--- config.mk ---
export PLATFORM = sky130hd
export DESIGN_NAME = flash_wp_ctrl
export DESIGN_NICKNAME = d
export VERILOG_FILES = /design/src/rtl/fwp_pkg.sv /design/src/rtl/fwp_ctrl.sv /design/src/rtl/fwp_datapath.sv /design/src/rtl/flash_wp_ctrl.sv
export SDC_FILE = /design/constraint.sdc
export NUM_CORES = 1
export LEC_CHECK = 0
export BUFFER_PORTS_ARGS = -buffer_cell sky130_fd_sc_hd__buf_4
export CAP_MARGIN = 20
export CELL_PAD_IN_SITES_DETAIL_PLACEMENT = 0
export CELL_PAD_IN_SITES_GLOBAL_PLACEMENT = 2
export CORE_UTILIZATION = 13
export DETAILED_ROUTE_END_ITERATION = 8
export GPL_ROUTABILITY_DRIVEN = 0
export MAX_ROUTING_LAYER = met4
export PLACE_DENSITY = 0.85
export SLEW_MARGIN = 20
export SYNTH_ARGS = -nofsm -noshare
export SYNTH_HDL_FRONTEND = slang
export SYNTH_SLANG_ARGS = --single-unit
--- constraint.sdc ---
create_clock -name clk -period 1.6 [get_ports clk]
set_input_delay 0.08 -clock clk [delete_from_list [all_inputs] [get_ports clk]]
set_output_delay 0.08 -clock clk [all_outputs]
set_load 0.1 [all_outputs]
--- src/rtl/fwp_pkg.sv ---
package fwp_pkg;
  typedef enum logic [1:0] {
    OP_PROG = 2'b00,
    OP_SECT = 2'b01,
    OP_CHIP = 2'b10,
    OP_RSVD = 2'b11
  } opKind_t;

  // Strobes from control to datapath
  typedef struct packed {
    logic loadStatus;
    logic grantOp;
    logic denyOp;
  } fwpStrobe_t;

  localparam int LOCK_POS = 7;
  localparam int PROT_LO  = 2;
  localparam logic [1:0] PROT_RESET = 2'b11;
endpackage

--- src/rtl/fwp_ctrl.sv ---
module fwp_ctrl
  import fwp_pkg::*;
(
  input  logic       wsReq,
  input  logic       wpN,
  input  logic       lockQ,
  input  logic [1:0] protQ,
  input  logic       opReq,
  input  logic [1:0] opType,
  input  logic       inWindow,
  output fwpStrobe_t strobe
);
  logic writeOpen;
  logic opOk;

  // Lock only counts while the pin is held low
  assign writeOpen = wpN | ~lockQ;

  always_comb begin
    unique case (opKind_t'(opType))
      OP_PROG, OP_SECT: opOk = ~inWindow;
      OP_CHIP:          opOk = (protQ == 2'b00);
      default:          opOk = 1'b0;
    endcase
  end

  always_comb begin
    strobe.loadStatus = wsReq & writeOpen;
    strobe.grantOp    = opReq & opOk;
    strobe.denyOp     = opReq & ~opOk;
  end
endmodule

--- src/rtl/fwp_datapath.sv ---
module fwp_datapath
  import fwp_pkg::*;
#(
  parameter int ADDR_W = 16
) (
  input  logic              clk,
  input  logic              rst,
  input  fwpStrobe_t        strobe,
  input  logic [7:0]        wsData,
  input  logic [ADDR_W-1:0] opAddr,
  output logic [1:0]        protQ,
  output logic              lockQ,
  output logic [7:0]        statusByte,
  output logic              grantQ,
  output logic              denyQ,
  output logic [ADDR_W-1:0] winLo,
  output logic              winActive,
  output logic              inWindow
);
  localparam logic [ADDR_W:0]   ARRAY_SIZE = (ADDR_W+1)'(1) << ADDR_W;
  localparam logic [ADDR_W-1:0] HALF_START = ADDR_W'(ARRAY_SIZE >> 1);
  localparam logic [ADDR_W-1:0] QUAR_START = ADDR_W'(ARRAY_SIZE - (ARRAY_SIZE >> 2));

  always_ff @(posedge clk) begin
    if (rst) begin
      protQ <= PROT_RESET;
      lockQ <= 1'b0;
    end else if (strobe.loadStatus) begin
      protQ <= wsData[PROT_LO +: 2];
      lockQ <= wsData[LOCK_POS];
    end
  end

  always_ff @(posedge clk) begin
    if (rst) begin
      grantQ <= 1'b0;
      denyQ  <= 1'b0;
    end else begin
      grantQ <= strobe.grantOp;
      denyQ  <= strobe.denyOp;
    end
  end

  always_comb begin
    unique case (protQ)
      2'b01:   winLo = QUAR_START;
      2'b10:   winLo = HALF_START;
      default: winLo = '0;
    endcase
  end

  assign winActive = (protQ != 2'b00);
  assign inWindow  = winActive && (opAddr >= winLo);

  always_comb begin
    statusByte = '0;
    statusByte[LOCK_POS] = lockQ;
    statusByte[PROT_LO +: 2] = protQ;
  end
endmodule

--- src/rtl/flash_wp_ctrl.sv ---
module flash_wp_ctrl
  import fwp_pkg::*;
#(
  parameter int ADDR_W = 16
) (
  input  logic              clk,
  input  logic              rst,
  input  logic              wsReq,
  input  logic [7:0]        wsData,
  input  logic              wpN,
  input  logic              opReq,
  input  logic [1:0]        opType,
  input  logic [ADDR_W-1:0] opAddr,
  output logic [1:0]        protCode,
  output logic              lockBit,
  output logic [7:0]        statusOut,
  output logic              grant,
  output logic              deny,
  output logic [ADDR_W-1:0] winLo,
  output logic              winActive
);
  fwpStrobe_t strobe;
  logic       inWindow;

  fwp_ctrl u_ctrl (
    .wsReq    (wsReq),
    .wpN      (wpN),
    .lockQ    (lockBit),
    .protQ    (protCode),
    .opReq    (opReq),
    .opType   (opType),
    .inWindow (inWindow),
    .strobe   (strobe)
  );

  fwp_datapath #(.ADDR_W(ADDR_W)) u_dp (
    .clk        (clk),
    .rst        (rst),
    .strobe     (strobe),
    .wsData     (wsData),
    .opAddr     (opAddr),
    .protQ      (protCode),
    .lockQ      (lockBit),
    .statusByte (statusOut),
    .grantQ     (grant),
    .denyQ      (deny),
    .winLo      (winLo),
    .winActive  (winActive),
    .inWindow   (inWindow)
  );
endmodule

==> key figures <==
Status
  – Outcome: finished, violations left
  – Violated checks: negative setup slack

Routing
  – Drt drc: 0
  – Wirelength per Cell: roughly 8.5 µm
  – Vias per inst: approximately 3.2
  – Initial drt markers: 3
  – Via count: 475
  – TritonRoute pass-1 iters: 4
  – Post-DRT Antenna Nets: 0
  – Final Routed Wirelength: 1.266 mm

Setup path
  – Critical path's top delay family: adder cells
  – Critical Path AT: 1.76 ns
  – Critical R2R Launch: u_dp.protQ[0]$_SDFFE_PP1P_
  – Slowest stage delay, CP: between 0.3 and 0.4 ns
  – CP Max Fanout: 3
  – Worst path cell trace: inv_4 -> ha_4 -> inv_2 -> ha_4 -> nor4b_4 -> nand4_1 -> a221oi_2
  – FF-to-FF path depth: 7
  – WP data required: 1.73 ns
  – Worst Setup Path Type: flop to flop
  – R2R Path End: u_dp.denyQ$_SDFF_PP0_
  – Reg2Reg Setup Slack: -0.03 ns
  – Most used cell along the critical path: ha_4
  – CP max-delay cell: dfxtp_4
  – Crit end category: flop
  – Critical path buffer and inverter count: 2
  – Startpoint types: flop

STA
  – Final hold vios: 0
  – Final slew viol count: 0
  – Setup Skew: 0.0003601 ns
  – Period utilisation layout: 101.8%
  – Max Fclk: 614.0 MHz
  – Setup violators final: 1
  – Final setup TNS: -0.02879 ns
  – RSZ-0062 raised after global routing: true
  – Min cycle time layout: 1.629 ns
  – Setup slack after layout: -0.02879 ns

Clock tree
  – Clk slew on worst S/H paths: 0.03 ns
  – CTS H-tree lvls: 1
  – Worst-Skew Late Latency: 0.22 ns
  – CTS buffer count: 3
  – Max clock buf depth: 2
  – Root Driver: clkbuf_8
  – Clk sinks: 5
  – CTS tree: yes

GRT
  – First-pass GRT wire length: 1.932 mm
  – GRT Residual Overflow: 0
  – Initial antenna violation count: 0
  – GRT Total Usage: a little over 6%
  – Number of global-route vias before repair: 433
  – Largest net degree at the start of global routing: 6

Finish
  – Layout cell share with drive strength beyond 1: 55.45%
  – # fillers: 425
  – Area of the multi-input gates: 325.3 µm²
  – Fin cells: 149
  – Most frequent cells in the layout: buf_4 (40), conb_1 (19), inv_1 (5), clkbuf_8 (3), dfxtp_1 (3)
  – Commonest non-fill, non-tap cell in the layout: buf_4
  – NumNets Final: between 100 and 150
  – Final instance area: 873.3 µm²
  – FF/Latch Area: around 110 µm²
  – Area growth syn-to-layout: 69.01%
  – Diodes inserted: 0

Die
  – Initial Utilization: 13.80%
  – Die ar.: approximately 0.0042 mm²
  – Num rows: 22
  – Die Ht: between 60 and 70 µm
  – # IOs: 61
  – Die Width: 65.05 µm
  – Core Region: between 0.003 and 0.004 mm²

Synthesis
  – Fraction of registers with async set/reset: 0%
  – Area share of the largest cell type after synthesis: 31.96%
  – Synth area leaders: buf_4 (32%), dfxtp_1 (19%), ha_1 (9.7%), inv_1 (5.8%), nor4b_2 (5.8%)
  – Flop and latch count out of synthesis: 5
  – Area leader, netlist: buf_4
  – Yosys warns: 0
  – Syn Area/Cell: ~8.5 µm²
  – Cell Area, Synth: 516.7 µm²
  – EDFF count, synth: 0
  – Commonest register cell after synthesis: dfxtp_1
  – Sequential share of the synthesized area: 19.37%
  – Cells after synthesis: 61
  – Distinct cell type count after synthesis: 20

Worst hold path
  – Hold Startpoint: rst
  – Hold Path Sink: u_dp.lockQ$_SDFFE_PP0P_
  – Hold depth: 2
  – Type of the worst min-delay path: input port to flop

Placed design
  – Port-buffer cells: 36
  – Pre-CTS WS: -0.06998 ns
  – Post-DP Area: 797.0 µm²
  – DP HPWL: 1.153 mm
  – Dpl cells: 144

Flow run
  – Max Cap Viol: 0

Pwr
  – P_leak: 0.0004344 µW
  – Total Power: 880.9 µW
  – Peak VDD IR: 404.2 µV
  – Pwr dens: 1009 mW/mm²
how the worst max path moves through the flow:
stage	start	depth (start not counted)	to
3_3_place_gp	u_dp.protQ[0]$_SDFFE_PP1P_	7	u_dp.denyQ$_SDFF_PP0_
3_5_place_dp	u_dp.protQ[0]$_SDFFE_PP1P_	7	u_dp.denyQ$_SDFF_PP0_
4_1_cts	u_dp.protQ[0]$_SDFFE_PP1P_	7	u_dp.denyQ$_SDFF_PP0_
6_report	u_dp.protQ[0]$_SDFFE_PP1P_	7	u_dp.denyQ$_SDFF_PP0_
2_1_floorplan	u_dp.protQ[0]$_SDFFE_PP1P_	7	u_dp.denyQ$_SDFF_PP0_
5_1_grt	u_dp.protQ[0]$_SDFFE_PP1P_	7	u_dp.denyQ$_SDFF_PP0_
area by class of cell:
type                            count  share of cell area, %
Clock buffer                        4                  5.158
Inverter                            8                  4.011
Multi-Input combinational cell     44                  37.25
Sequential cell                     5                  12.32
Tap cell                           48                  6.877
Timing Repair Buffer               40                  34.38
flip-flops by register name, summed over array words and instances, names as in the netlist:
signal / cells
u_dp.protQ: 2
u_dp.denyQ: 1
u_dp.grantQ: 1
u_dp.lockQ: 1
cell families after synthesis:
group,after synthesis,synth area share (%)
compound gates,6,9.686
flops,5,19.37
other cells,1,0.7257
buf+inv,30,37.77
fa+ha+maj,4,9.686
simple gates,15,22.76
layer usage:
layer	GRT usage [%]	share of wire, %	wire (µm)	vias to the layer above
met5	-	0	0	-
met2	9.766	53	675	21
met1	7.315	40	511	211
li1	-	-	-	243
met4	1.630	0	0	0
met3	2.113	6.2	79	0
worst reg2reg max path, delay by kind of cell (launching register included):
| family | cells | cell delay, ns |
|---|---|---|
| fa+ha+maj | 2 | 0.50 |
| flops | 1 | 0.35 |
| simple gates | 2 | 0.33 |
| compound gates | 1 | 0.28 |
| buf+inv | 2 | 0.08 |
repair_timing:
action | CTS | global route
pin swaps | 4 | 2
hold buffers | 0 | 0
endpoints found under the setup margin | 2 | 2
hold endpoints to repair | 0 | 0
resized for setup | 2 | 1
gates cloned | 0 | 0
buffers inserted | 1 | 0
cell usage after synthesis (all sizes together) (2+ instances only):
library cell  instances
nand3b                2
o21ai                 2
nor4                  2
nand3                 2
inv                   8
dfxtp                 5
nor4b                 2
nand2                 2
buf                  22
ha                    4
through the flow:
step           util (%)  hold WS, ns
2_1_floorplan         -       0.1524
3_3_place_gp      21.29       0.2643
3_5_place_dp      21.29       0.2656
4_1_cts           23.26      0.03666
5_1_grt           23.33      0.04343
6_report          23.33      0.03797
power by group:
group | internal (µW) | switching (µW) | leakage [µW]
registers | 134 | 6.82 | 0.0000416
logic | 112 | 402 | 0.000370
clock network | 171 | 56.1 | 0.0000228
(Power assumes the default switching activity.)
